$ cat src/rtl/dllseq_pkg.sv
package dllseq_pkg;

   typedef enum logic [2:0] {
      SQ_IDLE,
      SQ_MEMRST,
      SQ_MST_OFF,
      SQ_MST_LOCK,
      SQ_MST_RUN,
      SQ_LN_OFF,
      SQ_LN_LOCK,
      SQ_LN_RUN
   } seq_step_e;

   typedef struct packed {
      logic dis;
      logic rst_n;
   } dll_cmd_t;

   localparam dll_cmd_t CMD_HOLD = '{dis: 1'b1, rst_n: 1'b0};

   function automatic seq_step_e step_after(input seq_step_e s);
      case (s)
         SQ_MEMRST:   return SQ_MST_OFF;
         SQ_MST_OFF:  return SQ_MST_LOCK;
         SQ_MST_LOCK: return SQ_MST_RUN;
         SQ_MST_RUN:  return SQ_LN_OFF;
         SQ_LN_OFF:   return SQ_LN_LOCK;
         SQ_LN_LOCK:  return SQ_LN_RUN;
         default:     return SQ_IDLE;
      endcase
   endfunction

   function automatic dll_cmd_t cmd_of(input seq_step_e s);
      case (s)
         SQ_MST_LOCK, SQ_LN_LOCK: return '{dis: 1'b0, rst_n: 1'b0};
         SQ_MST_RUN,  SQ_LN_RUN:  return '{dis: 1'b0, rst_n: 1'b1};
         default:                 return CMD_HOLD;
      endcase
   endfunction

   function automatic logic is_master_step(input seq_step_e s);
      return (s == SQ_MST_OFF) || (s == SQ_MST_LOCK) || (s == SQ_MST_RUN);
   endfunction

   function automatic logic is_lane_step(input seq_step_e s);
      return (s == SQ_LN_OFF) || (s == SQ_LN_LOCK) || (s == SQ_LN_RUN);
   endfunction

endpackage

$ cat src/rtl/dllseq_wait_timer.sv
module dllseq_wait_timer #(
   parameter int CNT_W = 5
) (
   input  logic             clk,
   input  logic             rst_n,
   input  logic             load,
   input  logic [CNT_W-1:0] load_val,
   input  logic             tick,
   output logic             expire
);

   logic [CNT_W-1:0] remain;

   // the wait ends on the edge that samples its last tick
   assign expire = tick && (remain == CNT_W'(1));

   always_ff @(posedge clk or negedge rst_n) begin
      if (!rst_n) begin
         remain <= '0;
      end else if (load) begin
         remain <= load_val;
      end else if (tick && (remain != '0)) begin
         remain <= remain - CNT_W'(1);
      end
   end

endmodule

$ cat src/rtl/dllseq_dll_ctl.sv
module dllseq_dll_ctl
   import dllseq_pkg::*;
#(
   parameter int PH_W = 4
) (
   input  logic            clk,
   input  logic            rst_n,
   input  logic            load_ph,
   input  logic [PH_W-1:0] ph_in,
   input  logic            apply,
   input  dll_cmd_t        cmd,
   output logic [PH_W-1:0] ph,
   output logic            dis,
   output logic            dll_rst_n
);

   always_ff @(posedge clk or negedge rst_n) begin
      if (!rst_n) begin
         ph        <= '0;
         dis       <= 1'b1;
         dll_rst_n <= 1'b0;
      end else begin
         if (load_ph) begin
            ph <= ph_in;
         end
         if (apply) begin
            dis       <= cmd.dis;
            dll_rst_n <= cmd.rst_n;
         end
      end
   end

endmodule

$ cat src/rtl/dllseq_phase_unpack.sv
module dllseq_phase_unpack #(
   parameter int PHASE_W      = 32,
   parameter int MST_LSB      = 16,
   parameter int MST_W        = 6,
   parameter int LANE_W       = 4,
   parameter int WIDE_LANES   = 4,
   parameter int NARROW_LANES = 2
) (
   input  logic [PHASE_W-1:0]           word,
   input  logic                         wide,
   output logic [MST_W-1:0]             mst_ph,
   output logic [WIDE_LANES*LANE_W-1:0] lane_ph,
   output logic [WIDE_LANES-1:0]        lane_on
);

   if (MST_LSB + MST_W > PHASE_W) begin : g_bad_mst
      $error("master phase field lies outside the phase word");
   end
   if (WIDE_LANES * LANE_W > PHASE_W) begin : g_bad_lanes
      $error("lane nibbles do not fit the phase word");
   end
   if (NARROW_LANES > WIDE_LANES || NARROW_LANES < 1) begin : g_bad_narrow
      $error("narrow lane count out of range");
   end

   assign mst_ph = word[MST_LSB +: MST_W];

   for (genvar i = 0; i < WIDE_LANES; i++) begin : g_lane
      if (i < NARROW_LANES) begin : g_always
         assign lane_on[i] = 1'b1;
      end else begin : g_wide_only
         assign lane_on[i] = wide;
      end
      assign lane_ph[i*LANE_W +: LANE_W] =
         lane_on[i] ? word[i*LANE_W +: LANE_W] : '0;
   end

endmodule

$ cat src/rtl/dll_bringup_seq.sv
module dll_bringup_seq
   import dllseq_pkg::*;
#(
   parameter int PHASE_W      = 32,
   parameter int MST_LSB      = 16,
   parameter int MST_W        = 6,
   parameter int LANE_W       = 4,
   parameter int WIDE_LANES   = 4,
   parameter int NARROW_LANES = 2,
   parameter int RST_US       = 2,
   parameter int SHORT_US     = 2,
   parameter int LONG_US      = 22
) (
   input  logic                         clk,
   input  logic                         rst_n,
   input  logic                         start,
   input  logic [PHASE_W-1:0]           phase_word,
   input  logic                         wide_bus,
   input  logic                         rev_sel,
   input  logic                         us_tick,
   output logic                         mem_rst,
   output logic [MST_W-1:0]             mst_phase,
   output logic                         mst_dis,
   output logic                         mst_rst_n,
   output logic [WIDE_LANES*LANE_W-1:0] lane_phase,
   output logic [WIDE_LANES-1:0]        lane_dis,
   output logic [WIDE_LANES-1:0]        lane_rst_n,
   output logic                         busy,
   output logic                         done
);

   localparam int MAX_US_A = (RST_US > SHORT_US) ? RST_US : SHORT_US;
   localparam int MAX_US   = (MAX_US_A > LONG_US) ? MAX_US_A : LONG_US;
   localparam int CNT_W    = $clog2(MAX_US + 1);

   if (RST_US < 1 || SHORT_US < 1 || LONG_US < 1) begin : g_bad_wait
      $error("every wait must last at least one tick");
   end

   seq_step_e             state;
   seq_step_e             nxt_state;
   logic                  start_acc;
   logic                  expire;
   logic                  adv;
   logic                  tmr_load;
   logic [CNT_W-1:0]      tmr_val;
   logic                  rev_q;
   logic                  done_q;
   logic [WIDE_LANES-1:0] lane_on_new;
   logic [WIDE_LANES-1:0] lane_on_q;
   logic [MST_W-1:0]      mst_ph_new;
   logic [WIDE_LANES*LANE_W-1:0] lane_ph_new;
   dll_cmd_t              step_cmd;
   dll_cmd_t              lane_cmd;

   function automatic logic [CNT_W-1:0] dur_of(input seq_step_e s);
      case (s)
         SQ_MEMRST:            return CNT_W'(RST_US);
         SQ_MST_OFF, SQ_LN_OFF: return CNT_W'(SHORT_US);
         default:              return CNT_W'(LONG_US);
      endcase
   endfunction

   assign start_acc = start && (state == SQ_IDLE);
   assign adv       = expire && (state != SQ_IDLE);
   assign nxt_state = step_after(state);
   assign tmr_load  = start_acc || (adv && (nxt_state != SQ_IDLE));
   assign tmr_val   = start_acc ? CNT_W'(RST_US) : dur_of(nxt_state);
   assign step_cmd  = cmd_of(nxt_state);
   assign lane_cmd  = start_acc ? CMD_HOLD : step_cmd;

   dllseq_wait_timer #(
      .CNT_W (CNT_W)
   ) u_timer (
      .clk      (clk),
      .rst_n    (rst_n),
      .load     (tmr_load),
      .load_val (tmr_val),
      .tick     (us_tick),
      .expire   (expire)
   );

   dllseq_phase_unpack #(
      .PHASE_W      (PHASE_W),
      .MST_LSB      (MST_LSB),
      .MST_W        (MST_W),
      .LANE_W       (LANE_W),
      .WIDE_LANES   (WIDE_LANES),
      .NARROW_LANES (NARROW_LANES)
   ) u_unpack (
      .word    (phase_word),
      .wide    (wide_bus),
      .mst_ph  (mst_ph_new),
      .lane_ph (lane_ph_new),
      .lane_on (lane_on_new)
   );

   always_ff @(posedge clk or negedge rst_n) begin
      if (!rst_n) begin
         state     <= SQ_IDLE;
         rev_q     <= 1'b0;
         lane_on_q <= '0;
         done_q    <= 1'b0;
      end else begin
         done_q <= adv && (state == SQ_LN_RUN);
         if (start_acc) begin
            state     <= SQ_MEMRST;
            rev_q     <= rev_sel;
            lane_on_q <= lane_on_new;
         end else if (adv) begin
            state <= nxt_state;
         end
      end
   end

   dllseq_dll_ctl #(
      .PH_W (MST_W)
   ) u_master (
      .clk       (clk),
      .rst_n     (rst_n),
      .load_ph   (start_acc),
      .ph_in     (mst_ph_new),
      .apply     (adv && is_master_step(nxt_state)),
      .cmd       (step_cmd),
      .ph        (mst_phase),
      .dis       (mst_dis),
      .dll_rst_n (mst_rst_n)
   );

   for (genvar i = 0; i < WIDE_LANES; i++) begin : g_slave
      logic apply_i;
      assign apply_i = (start_acc && !lane_on_new[i]) ||
                       (adv && is_lane_step(nxt_state) && lane_on_q[i]);

      dllseq_dll_ctl #(
         .PH_W (LANE_W)
      ) u_lane (
         .clk       (clk),
         .rst_n     (rst_n),
         .load_ph   (start_acc),
         .ph_in     (lane_ph_new[i*LANE_W +: LANE_W]),
         .apply     (apply_i),
         .cmd       (lane_cmd),
         .ph        (lane_phase[i*LANE_W +: LANE_W]),
         .dis       (lane_dis[i]),
         .dll_rst_n (lane_rst_n[i])
      );
   end

   assign mem_rst = (state == SQ_MEMRST) ? rev_q : ~rev_q;
   assign busy    = (state != SQ_IDLE);
   assign done    = done_q;

endmodule

$ cat config.mk
export PLATFORM = sky130hd
export DESIGN_NAME = dll_bringup_seq
export DESIGN_NICKNAME = d
export VERILOG_FILES = /design/src/rtl/dllseq_pkg.sv /design/src/rtl/dllseq_wait_timer.sv /design/src/rtl/dllseq_dll_ctl.sv /design/src/rtl/dllseq_phase_unpack.sv /design/src/rtl/dll_bringup_seq.sv
export SDC_FILE = /design/constraint.sdc
export NUM_CORES = 1
export LEC_CHECK = 0
export BUFFER_PORTS_ARGS = -buffer_cell sky130_fd_sc_hd__buf_4
export CORE_MARGIN = 1.5
export CORE_UTILIZATION = 53
export CTS_CLUSTER_SIZE = 40
export DETAILED_ROUTE_END_ITERATION = 10
export PLACE_DENSITY = 0.93
export SLEW_MARGIN = 30
export SYNTH_ARGS = -nofsm -noshare
export SYNTH_HDL_FRONTEND = slang
export SYNTH_SLANG_ARGS = --single-unit
$ cat constraint.sdc
create_clock -name clk -period 3.85 [get_ports clk]
set_clock_uncertainty 0.1 [all_clocks]
set_input_delay 0.385 -clock clk [delete_from_list [all_inputs] [get_ports clk]]
set_output_delay 0.385 -clock clk [all_outputs]
set_load 0.02 [all_outputs]
==> flow_summary.yaml, run 1 <==
critical_path:
  cp-start-kind: "flop"
  crit-reg2reg-launch: "state[0]$_DFFE_PN0P_"
  critical_path.n_buffers_inverters: 1
  crit_path_max_incr_delay_ns: 0.60
  cp_top_family: "simple AND/OR/NAND/NOR gates"
  path_cells: "inv_1 > ha_1 > or2b_1 > nand4_1 > a2111oi_0 > nand2b_1"
  crit_arrival_ns: 2.53
  crit_cells: 6
  reg2regPathDepth: 6
  req_time_crit_path_ns: 3.98
  crit_fanout: 12
  r2r_slack_ns: 1.45
  crit_path_end_kind: "flop"
  setup.worst_path.start: "state[0]$_DFFE_PN0P_"
  crit_type: "reg2reg"
  rr_endpoint: "u_timer.remain[4]$_DFFE_PN0P_"
  slowest_stage: "sky130_fd_sc_hd__a2111oi_0"
placement:
  place_inst: 315
  postPlaceCellArea_um2: 2440
  number_of_buffers_inserted_by_port_buffering: 62
  dp_hpwl_um: 2923
  routabilityCongestion: 0.8101
  dp_worst_setup_slack_ns: 1.468
cts:
  clock_sinks: 40
  htreeDepth: 2
  clock_path_buffers: 2
  tritoncts: "done"
  worst_setup_hold_path_clk_slew_ns: 0.07
  ctsResizeCount: 0
  clk-insertion-delay-late_ns: 0.29
  clk_root_buffer_cell: "sky130_fd_sc_hd__clkbuf_8"
  cts_buffers: 5
synth:
  syn-num-nets: 267
  synth-async-reset-ratio_pct: 100.0
  synth_adder_area_share_pct: 3.708
  postSynthAreaPerCell_um2: 9.078
  synth_enable_flop_cells: 0
  ys.flop_type: "sky130_fd_sc_hd__dfrtp_1"
  synth-compound-area-share_pct: 7.417
  mappedNetlistArea_um2: 2024
  synth_simple_gate_area_share_pct: 26.64
  synth-seq-cells: 40
  netlist_top_cells_area: "sky130_fd_sc_hd__dfrtp_1, sky130_fd_sc_hd__nand2_1, sky130_fd_sc_hd__dfstp_2"
  largest_family_of_logic_cells_by_synthesized_area: "simple AND/OR/NAND/NOR gates"
  multiplexer_share_of_the_synthesized_area_pct: 3.523
  synth-seq-area-share_pct: 49.63
  post_synth_inst_count: 223
  synthDistinctLibCells: 41
  synth-warning-count: 0
  yosysTopAreaCell: "sky130_fd_sc_hd__dfrtp_1"
  post-synth-top-count-cell: "sky130_fd_sc_hd__nand2_1"
  synth_xor_area_share_pct: 0.8653
  synthDominantCellAreaShare_pct: 45.74
  synth.top_cells.by_count: "sky130_fd_sc_hd__nand2_1, sky130_fd_sc_hd__dfrtp_1, sky130_fd_sc_hd__inv_1, sky130_fd_sc_hd__nand3_1, sky130_fd_sc_hd__nor2_1"
finish:
  ratio_of_cells_with_drive_above_1_in_the_final_layout_pct: 30.18
  finish.instance_area_um2: 2531
  finalNonFillerCells: 323
  area_overhead_of_the_layout_relative_to_synthesis_pct: 25.03
  n_fill_cell: 320
  nNetsFinal: 319
  antenna_cells_inserted: 0
worst_hold_path:
  timing.hold.worst.class: "in2reg"
  hold_path_startpoint: "phase_word[21]"
  holdPathStages: 3
  worstHoldEndpoint: "u_master.ph[5]$_DFFE_PN0P_"
grt:
  first_global_vias: 1548
  grt_max_degree: 41
  grt_first_pass_wirelength_um: 6768
  grtUsageTotal_pct: 21.53
  globalRouteOverflowTotal: 0
  grt_antenna_before_repair: 0
sta:
  grt_setup_unrepaired: "false"
  final.period_utilization_pct: 62.35
  layout_min_cycle_time_ns: 2.401
  postLayoutSetupSlackWorst_ns: 1.449
  timing_worst_slew_pin_value_ns: 0.6037
  max_freq_ghz: 0.4166
  fin_worst_hold_slack_ns: 0.1786
  drv_slew: 0
  timing.setup.tns_ns: 0
  hold_viol_final: 0
  timing.final.setup_violations: 0
  slew-limit-headroom_pct: 59.22
die:
  design.core.area_um2: 3661
  num_rows: 22
  fp.dieH_um: 64.81
  floorplan.io_pins: 73
  die_width_um: 64.81
  start_util_pct: 55.30
  floorplan.die_area_um2: 4200
power:
  power-per-cell-area_nw_per_um2: 820.7
  worst_ir_drop_vdd_v: 0.0003994
  power.static_leakage_nw: 1.312
detailed_routing:
  drt-pass1-iter-count: 4
  dr.first_iter.drc_count: 44
  drc: 0
  via_count_normalized_by_instance_count: 5.074
  wl_per_cell_um: 12.57
  postRouteAntennaNets: 0
  routed-via-count: 1639
  detail_route.wirelength_um: 4059
run_status:
  status: "completed"
job:
  maxCapViolations: 0
## worst reg2reg max path, delay by kind of cell (launching register included)
kind | cells | cell delay (ns)
adders and majority gates | 1 | 0.32
and+or+nand+nor | 3 | 0.84
buffers and inverters | 1 | 0.08
AOI/OAI and AO/OA | 1 | 0.60
DFF | 1 | 0.39
## metrics by stage
step           power (mW)  util [%]
2_1_floorplan       1.506         -
3_3_place_gp        1.780     66.51
3_5_place_dp        1.832     66.64
4_1_cts             2.096     69.14
5_1_grt             2.236     69.14
6_report            2.077     69.14
## layer usage
metal  routed length, um  track usage, %
met4                  63           8.777
met5                   0               0
met1                1702           25.06
met2                2079           37.50
met3                 214           5.729
## logic make-up after synthesis
logic type                 Yosys count
buffers and inverters               30
muxes                                6
AOI/OAI and AO/OA                   24
adders and majority gates            6
DFF                                 40
xor gates and xnor gates             2
and+or+nand+nor                    115
## how the worst max path moves through the flow
stage | end | slack (ns)
after floorplan | u_master.dll_rst_n$_DFFE_PN0P_ | 1.88
after global placement | g_slave[2].u_lane.dis$_DFFE_PN1P_ | 1.56
after detailed placement | u_timer.remain[4]$_DFFE_PN0P_ | 1.47
after CTS | u_timer.remain[4]$_DFFE_PN0P_ | 1.44
after global routing | u_timer.remain[4]$_DFFE_PN0P_ | 1.27
final | u_timer.remain[4]$_DFFE_PN0P_ | 1.45
## state kept, by name, summed over array words and instances, names as in the netlist
register / count
u_timer.remain: 5
rev_q: 1
u_master.ph: 6
done: 1
u_master.dll_rst_n: 1
g_slave.u_lane.dll_rst_n: 2
g_slave.u_lane.ph: 16
lane_on_q: 2
u_master.dis: 1
state: 3
g_slave.u_lane.dis: 2
## layout make-up
type	count	area (um2)	share of cell area [%]
inverters	11	41.29	1.631
well taps	48	60.06	2.373
clock buffers	5	68.82	2.719
repair buffers	64	483.0	19.08
multi-input cells	153	860.8	34.01
flip-flops and latches	40	1005	39.69
clock inverters	2	12.51	0.4943
## where the power goes
| part | internal [mW] | total (mW) | switching, mW |
|---|---|---|---|
| Combinational | 0.464 | 1.09 | 0.628 |
| Sequential | 0.598 | 0.725 | 0.127 |
| Clock | 0.122 | 0.261 | 0.138 |
## layout by cell type, fill, tap and decap left out, types with 2 or more instances in the layout
cell type                  count
sky130_fd_sc_hd__nor3b_1       2
sky130_fd_sc_hd__nor2_1        9
sky130_fd_sc_hd__inv_1        11
sky130_fd_sc_hd__nand2_1      68
sky130_fd_sc_hd__nor3_2        3
sky130_fd_sc_hd__dfstp_2       3
sky130_fd_sc_hd__nor3_1        5
sky130_fd_sc_hd__mux2_4        2
sky130_fd_sc_hd__a21oi_1       4
sky130_fd_sc_hd__nand3_1      10
sky130_fd_sc_hd__nand2b_1      3
sky130_fd_sc_hd__o21bai_1      2
sky130_fd_sc_hd__nor4b_1       2
sky130_fd_sc_hd__mux2i_1       3
sky130_fd_sc_hd__clkbuf_8      5
sky130_fd_sc_hd__o21ai_0       9
sky130_fd_sc_hd__nor2b_1       4
sky130_fd_sc_hd__buf_4        63
sky130_fd_sc_hd__ha_1          6
sky130_fd_sc_hd__dfrtp_1      37
sky130_fd_sc_hd__xnor2_1       2
## timing repair
action                                 CTS  global route
buffers inserted                         0             0
setup endpoints to repair                0             0
endpoints found under the hold margin   37             0
hold buffers                             1             0
Note: power is estimated with default switching activity, not from simulation.
==> inputs of run 2 (changes only) <==
--- a/config.mk
+++ b/config.mk
@@ -7,10 +7,10 @@
 export LEC_CHECK = 0
 export BUFFER_PORTS_ARGS = -buffer_cell sky130_fd_sc_hd__buf_4
 export CORE_MARGIN = 1.5
-export CORE_UTILIZATION = 53
+export CORE_UTILIZATION = 44
 export CTS_CLUSTER_SIZE = 40
 export DETAILED_ROUTE_END_ITERATION = 10
-export PLACE_DENSITY = 0.93
+export PLACE_DENSITY = 0.83
 export SLEW_MARGIN = 30
 export SYNTH_ARGS = -nofsm -noshare
 export SYNTH_HDL_FRONTEND = slang
==> constraint.sdc (replaced) <==
create_clock -name clk -period 2.15 [get_ports clk]
set_clock_uncertainty 0.1 [all_clocks]
set_input_delay 0.215 -clock clk [delete_from_list [all_inputs] [get_ports clk]]
set_output_delay 0.215 -clock clk [all_outputs]
set_load 0.02 [all_outputs]
==> flow_summary.yaml, run 2 (same netlist as run 1, synthesis figures left out) <==
cts:
  clock_sinks: 40
  clock_path_buffers: 2
  post_cts.repair.setup_buffers: 0
  clk_root_buffer_cell: "sky130_fd_sc_hd__clkbuf_8"
  cts_buffers: 5
  worst_setup_hold_path_clk_slew_ns: 0.07
  tritoncts: "done"
  clk-insertion-delay-late_ns: 0.29
  htreeDepth: 2
die:
  floorplan.die_area_um2: 5017
  fp.dieH_um: 70.83
  start_util_pct: 46.18
  floorplan.io_pins: 73
  design.core.area_um2: 4384
  die_width_um: 70.83
  num_rows: 24
sta:
  max_freq_ghz: 0.4832
  final.period_utilization_pct: 96.26
  postLayoutSetupSlackWorst_ns: 0.08039
  timing_worst_slew_pin_value_ns: 0.6175
  layout_min_cycle_time_ns: 2.070
  slew-limit-headroom_pct: 58.30
  timing.setup.tns_ns: 0
  timing.final.setup_violations: 0
  drv_slew: 0
  hold_viol_final: 0
finish:
  number_of_flip_flops_in_the_largest_register: 16
  finalNonFillerCells: 337
  regs_by_ff_count: "g_slave.u_lane.ph (16), u_master.ph (6), u_timer.remain (5)"
  n_fill_cell: 371
  ratio_of_cells_with_drive_above_1_in_the_final_layout_pct: 33.68
  layout.cells.most_common_list: "sky130_fd_sc_hd__buf_4, sky130_fd_sc_hd__nand2_1, sky130_fd_sc_hd__dfrtp_1"
  antenna_cells_inserted: 0
  final_common_cell: "sky130_fd_sc_hd__buf_4"
  regMostFlops: "g_slave.u_lane.ph"
  area_overhead_of_the_layout_relative_to_synthesis_pct: 31.46
  nNetsFinal: 328
placement:
  place_inst: 328
  number_of_buffers_inserted_by_port_buffering: 62
  dp_hpwl_um: 3121
  dp_worst_setup_slack_ns: 0.07421
  routabilityCongestion: 0.8182
critical_path:
  crit_type: "reg2reg"
  crit_path_end_kind: "flop"
  crit_arrival_ns: 2.18
  cp-start-kind: "flop"
  req_time_crit_path_ns: 2.26
  reg2regPathDepth: 5
  crit_fanout: 9
grt:
  grt_antenna_before_repair: 0
  first_global_vias: 1591
  grt_max_degree: 41
  grt_first_pass_wirelength_um: 7017
  globalRouteOverflowTotal: 0
  grtUsageTotal_pct: 17.43
power:
  comb_power_share_pct: 51.4
  seq_power_share_pct: 32.2
  share_clk_of_total_power_pct: 16.5
  power.static_leakage_nw: 1.383
  power.internal_mw: 2.373
  netSwitchingFraction_pct: 40.70
  power-per-cell-area_nw_per_um2: 1504
  p_switching_mw: 1.629
  report.power.total_mw: 4.001
  worst_ir_drop_vdd_v: 0.0008954
detailed_routing:
  wl_met1_um: 1791
  detail_route.wirelength_um: 4260
  drc: 0
  routed-via-count: 1705
  postRouteAntennaNets: 0
  dr.first_iter.drc_count: 69
  wl_per_cell_um: 12.64
  met2WireLength_um: 2186
  via_count_normalized_by_instance_count: 5.059
  top_layer: "met4"
  wl_met3_um: 250
  drt-pass1-iter-count: 4
worst_hold_path:
  timing.hold.worst.class: "in2reg"
  holdPathStages: 3
job:
  maxCapViolations: 0
run_status:
  status: "completed"
-- run 2: cell types whose count changed in the layout (fill, tap and decap cells not counted), sizes merged --
cell / previous run / this run
buf: 63 / 72
clkbuf: 5 / 7
bufinv: 0 / 1
clkinv: 1 / 0
clkinvlp: 1 / 0
-- run 2: routing by layer --
layer | GRT usage (%) | vias up
met5 | 0 | -
met4 | 4.193 | 0
met3 | 4.131 | 4
met2 | 29.60 | 46
met1 | 22.68 | 820
li1 | - | 835
-- run 2: through the flow --
step	area, um2	hold slack, ns	util, %
after detailed placement	2507	0.1202	57.19
after CTS	2644	0.006812	60.30
after global routing	2661	0.009140	60.70
after global placement	2507	0.1142	57.19
after floorplan	2024	-0.1806	-
final	2661	0.01133	60.70
-- run 2: worst paths after layout --
check | to | from | slack [ns]
min | g_slave[0].u_lane.ph[1]$_DFFE_PN0P_ | phase_word[1] | 0.01
max reg2reg | u_master.dis$_DFFE_PN1P_ | state[0]$_DFFE_PN0P_ | 0.08
max | u_master.dis$_DFFE_PN1P_ | state[0]$_DFFE_PN0P_ | 0.08
min reg2reg | g_slave[3].u_lane.ph[0]$_DFFE_PN0P_ | g_slave[3].u_lane.ph[0]$_DFFE_PN0P_ | 0.38
max in group asynchronous | u_master.dis$_DFFE_PN1P_ | rst_n | 1.24
min in group asynchronous | u_master.ph[5]$_DFFE_PN0P_ | rst_n | 0.35
-- run 2: power groups by stage --
stage | Clock (mW) | Sequential [mW] | Combinational [mW]
6_report | 0.660 | 1.29 | 2.06
5_1_grt | 0.710 | 1.33 | 2.27
4_1_cts | 0.671 | 1.28 | 2.04
3_5_place_dp | 0 | 1.30 | 2.03
3_3_place_gp | 0 | 1.28 | 1.98
2_1_floorplan | 0 | 1.47 | 1.22
-- run 2: timing repair --
item / CTS / global route
hold endpoints to repair: 37 / 0
setup endpoints to repair: 0 / 6
resized for setup: 0 / 4
hold buffers: 1 / 0
-- run 2: layout make-up --
type	count	area, um2	share of cell area, %
sequential	40	1005	37.75
multi-input combinational	153	873.3	32.82
timing repair buffer	73	550.5	20.69
clock buffer	7	96.34	3.620
tap	52	65.06	2.445
inverter	11	41.29	1.551
clock inverter	1	30.03	1.128
-- run 2: critical path: stages, from the launching register on --
cell and delay (ns):
sky130_fd_sc_hd__dfrtp_1 0.41, sky130_fd_sc_hd__inv_1 0.09, sky130_fd_sc_hd__ha_2 0.41, sky130_fd_sc_hd__and3b_1 0.20
sky130_fd_sc_hd__or4_4 0.52, sky130_fd_sc_hd__mux2_4 0.27
==> inputs of run 3 (changes only) <==
--- a/config.mk
+++ b/config.mk
@@ -6,10 +6,10 @@
 export NUM_CORES = 1
 export LEC_CHECK = 0
 export BUFFER_PORTS_ARGS = -buffer_cell sky130_fd_sc_hd__buf_4
-export CORE_MARGIN = 1.5
 export CORE_UTILIZATION = 44
 export CTS_CLUSTER_SIZE = 40
 export DETAILED_ROUTE_END_ITERATION = 10
+export GPL_TIMING_DRIVEN = 0
 export PLACE_DENSITY = 0.83
 export SLEW_MARGIN = 30
 export SYNTH_ARGS = -nofsm -noshare
==> flow_summary.yaml, run 3 (same netlist as run 1, synthesis figures left out) <==
run_status:
  status: "completed"
critical_path:
  cp_top_family: "simple AND/OR/NAND/NOR gates"
  crit_path_end_kind: "flop"
  rr_endpoint: "g_slave[2].u_lane.dis$_DFFE_PN1P_"
  crit-reg2reg-launch: "state[0]$_DFFE_PN0P_"
  crit_arrival_ns: 2.22
  reg2regPathDepth: 6
  crit_path_max_incr_delay_ns: 0.53
  req_time_crit_path_ns: 2.28
  cp-start-kind: "flop"
  r2r_slack_ns: 0.05
  critical_path.n_buffers_inverters: 2
  path_cells: "inv_1 > ha_1 > buf_6 > and3b_1 > or4_4 > mux2_4"
  slowest_stage: "sky130_fd_sc_hd__or4_4"
  crit_fanout: 9
  crit_type: "reg2reg"
detailed_routing:
  drc: 0
  drt-pass1-iter-count: 4
  routed-via-count: 1742
  postRouteAntennaNets: 0
  detail_route.wirelength_um: 4442
  dr.first_iter.drc_count: 56
  via_count_normalized_by_instance_count: 5.020
  wl_per_cell_um: 12.80
sta:
  hold_viol_final: 0
  drv_slew: 0
  final.period_utilization_pct: 97.59
  max_freq_ghz: 0.4766
  timing.final.setup_violations: 0
  timing_worst_slew_pin_value_ns: 0.6052
  grt_setup_unrepaired: "true"
  layout_min_cycle_time_ns: 2.098
  slew-limit-headroom_pct: 59.13
power:
  netSwitchingFraction_pct: 39.90
  seq_power_share_pct: 30.2
  worst_ir_drop_vdd_v: 0.0006798
  power-per-cell-area_nw_per_um2: 1545
  p_switching_mw: 1.684
  report.power.total_mw: 4.219
  comb_power_share_pct: 52.8
  share_clk_of_total_power_pct: 17.0
  power.static_leakage_nw: 1.424
  power.internal_mw: 2.536
grt:
  grtUsageTotal_pct: 19.59
  met1_usage_grt_pct: 25.31
  grt_first_pass_wirelength_um: 7493
  met3_usage_pct: 3.634
  busiest_layer: "met2"
  globalRouteOverflowTotal: 0
  grt_met2_usage_pct: 32.59
  grt_antenna_before_repair: 0
  first_global_vias: 1616
  grt_max_degree: 41
cts:
  cts_buffers: 5
  clock_path_buffers: 2
  htreeDepth: 2
  clk_root_buffer_cell: "sky130_fd_sc_hd__clkbuf_8"
  clock_sinks: 40
  clk-insertion-delay-late_ns: 0.29
  worst_setup_hold_path_clk_slew_ns: 0.08
  tritoncts: "done"
placement:
  routabilityCongestion: 0.8595
  place_inst: 337
  number_of_buffers_inserted_by_port_buffering: 62
  dp_hpwl_um: 3161
die:
  num_rows: 24
  fp.dieH_um: 69.83
  floorplan.io_pins: 73
  start_util_pct: 46.18
  design.core.area_um2: 4384
  die_width_um: 69.83
  floorplan.die_area_um2: 4876
finish:
  area_overhead_of_the_layout_relative_to_synthesis_pct: 34.86
  nNetsFinal: 339
  finalNonFillerCells: 347
  ratio_of_cells_with_drive_above_1_in_the_final_layout_pct: 34.92
  number_of_flip_flops_in_the_largest_register: 16
  regMostFlops: "g_slave.u_lane.ph"
  final_common_cell: "sky130_fd_sc_hd__buf_4"
  antenna_cells_inserted: 0
  regs_by_ff_count: "g_slave.u_lane.ph (16), u_master.ph (6), u_timer.remain (5)"
  n_fill_cell: 356
  layout.cells.most_common_list: "sky130_fd_sc_hd__buf_4, sky130_fd_sc_hd__nand2_1, sky130_fd_sc_hd__dfrtp_1"
worst_hold_path:
  hold_path_startpoint: "phase_word[21]"
  worstHoldEndpoint: "u_master.ph[5]$_DFFE_PN0P_"
  timing.hold.worst.class: "in2reg"
  holdPathStages: 3
job:
  maxCapViolations: 0
## run 3: final cells by class
type                            instances  area (um2)  share of cell area [%]
Timing Repair Buffer                   65       490.5                   17.97
Sequential cell                        40        1005                   36.80
Clock inverter                          2       60.06                   2.200
Tap cell                               52       65.06                   2.383
Buffer                                 19       133.9                   4.904
Multi-Input combinational cell        153       865.8                   31.71
Clock buffer                            5       68.82                   2.521
Inverter                               11       41.29                   1.512
## run 3: worst max-delay path by stage
stage                                     from                                end  slack (ns)  depth (start not counted)
after floorplan           state[0]$_DFFE_PN0P_     u_master.dll_rst_n$_DFFE_PN0P_        0.18                          7
after global placement    state[0]$_DFFE_PN0P_         u_master.ph[1]$_DFFE_PN0P_        0.07                          8
after detailed placement  state[0]$_DFFE_PN0P_         u_master.ph[4]$_DFFE_PN0P_       -0.03                          8
after CTS                 state[0]$_DFFE_PN0P_         u_master.ph[4]$_DFFE_PN0P_        0.04                          8
after global routing      state[0]$_DFFE_PN0P_      u_timer.remain[4]$_DFFE_PN0P_       -0.02                          7
final                     state[0]$_DFFE_PN0P_  g_slave[2].u_lane.dis$_DFFE_PN1P_        0.05                          6
## run 3: metrics by stage
stage | hold WS, ns | util, % | area, um2 | setup TNS, ns | setup slack (ns)
5_1_grt | 0.004427 | 62.27 | 2730 | -0.05462 | -0.02186
6_report | 0.003998 | 62.27 | 2730 | 0 | 0.05184
3_3_place_gp | 0.1144 | 58.28 | 2555 | 0 | 0.07427
4_1_cts | 0.007806 | 61.50 | 2696 | 0 | 0.03610
3_5_place_dp | 0.1182 | 58.28 | 2555 | -0.03256 | -0.03256
2_1_floorplan | -0.1806 | - | 2024 | 0 | 0.1813
## run 3: timing repair
action | in CTS | in global routing
hold endpoints to repair | 37 | 0
endpoints found under the setup margin | 15 | 20
hold buffers | 1 | 0
resized for setup | 1 | 10
buffers inserted | 0 | 2
pin swaps | 0 | 0
## run 3: power groups by stage
stage               combinational [mW]  clock [mW]  sequential, mW
detailed placement                2.15           0            1.28
floorplan                         1.22           0            1.47
finish                            2.23       0.717            1.27
global placement                  2.08           0            1.27
CTS                               2.17       0.725            1.28
global route                      2.43       0.761            1.32
## run 3: worst min-delay path, delay by kind of cell
kind,cells,cell delay (ns)
buf+inv,1,0.07
simple gates,2,0.07
## run 3: metal layers
metal / share of wire (%) / up-vias
met2: 51 / 46
met4: 1.9 / 0
met5: 0 / -
met1: 43 / 829
met3: 4.1 / 9
li1: - / 858
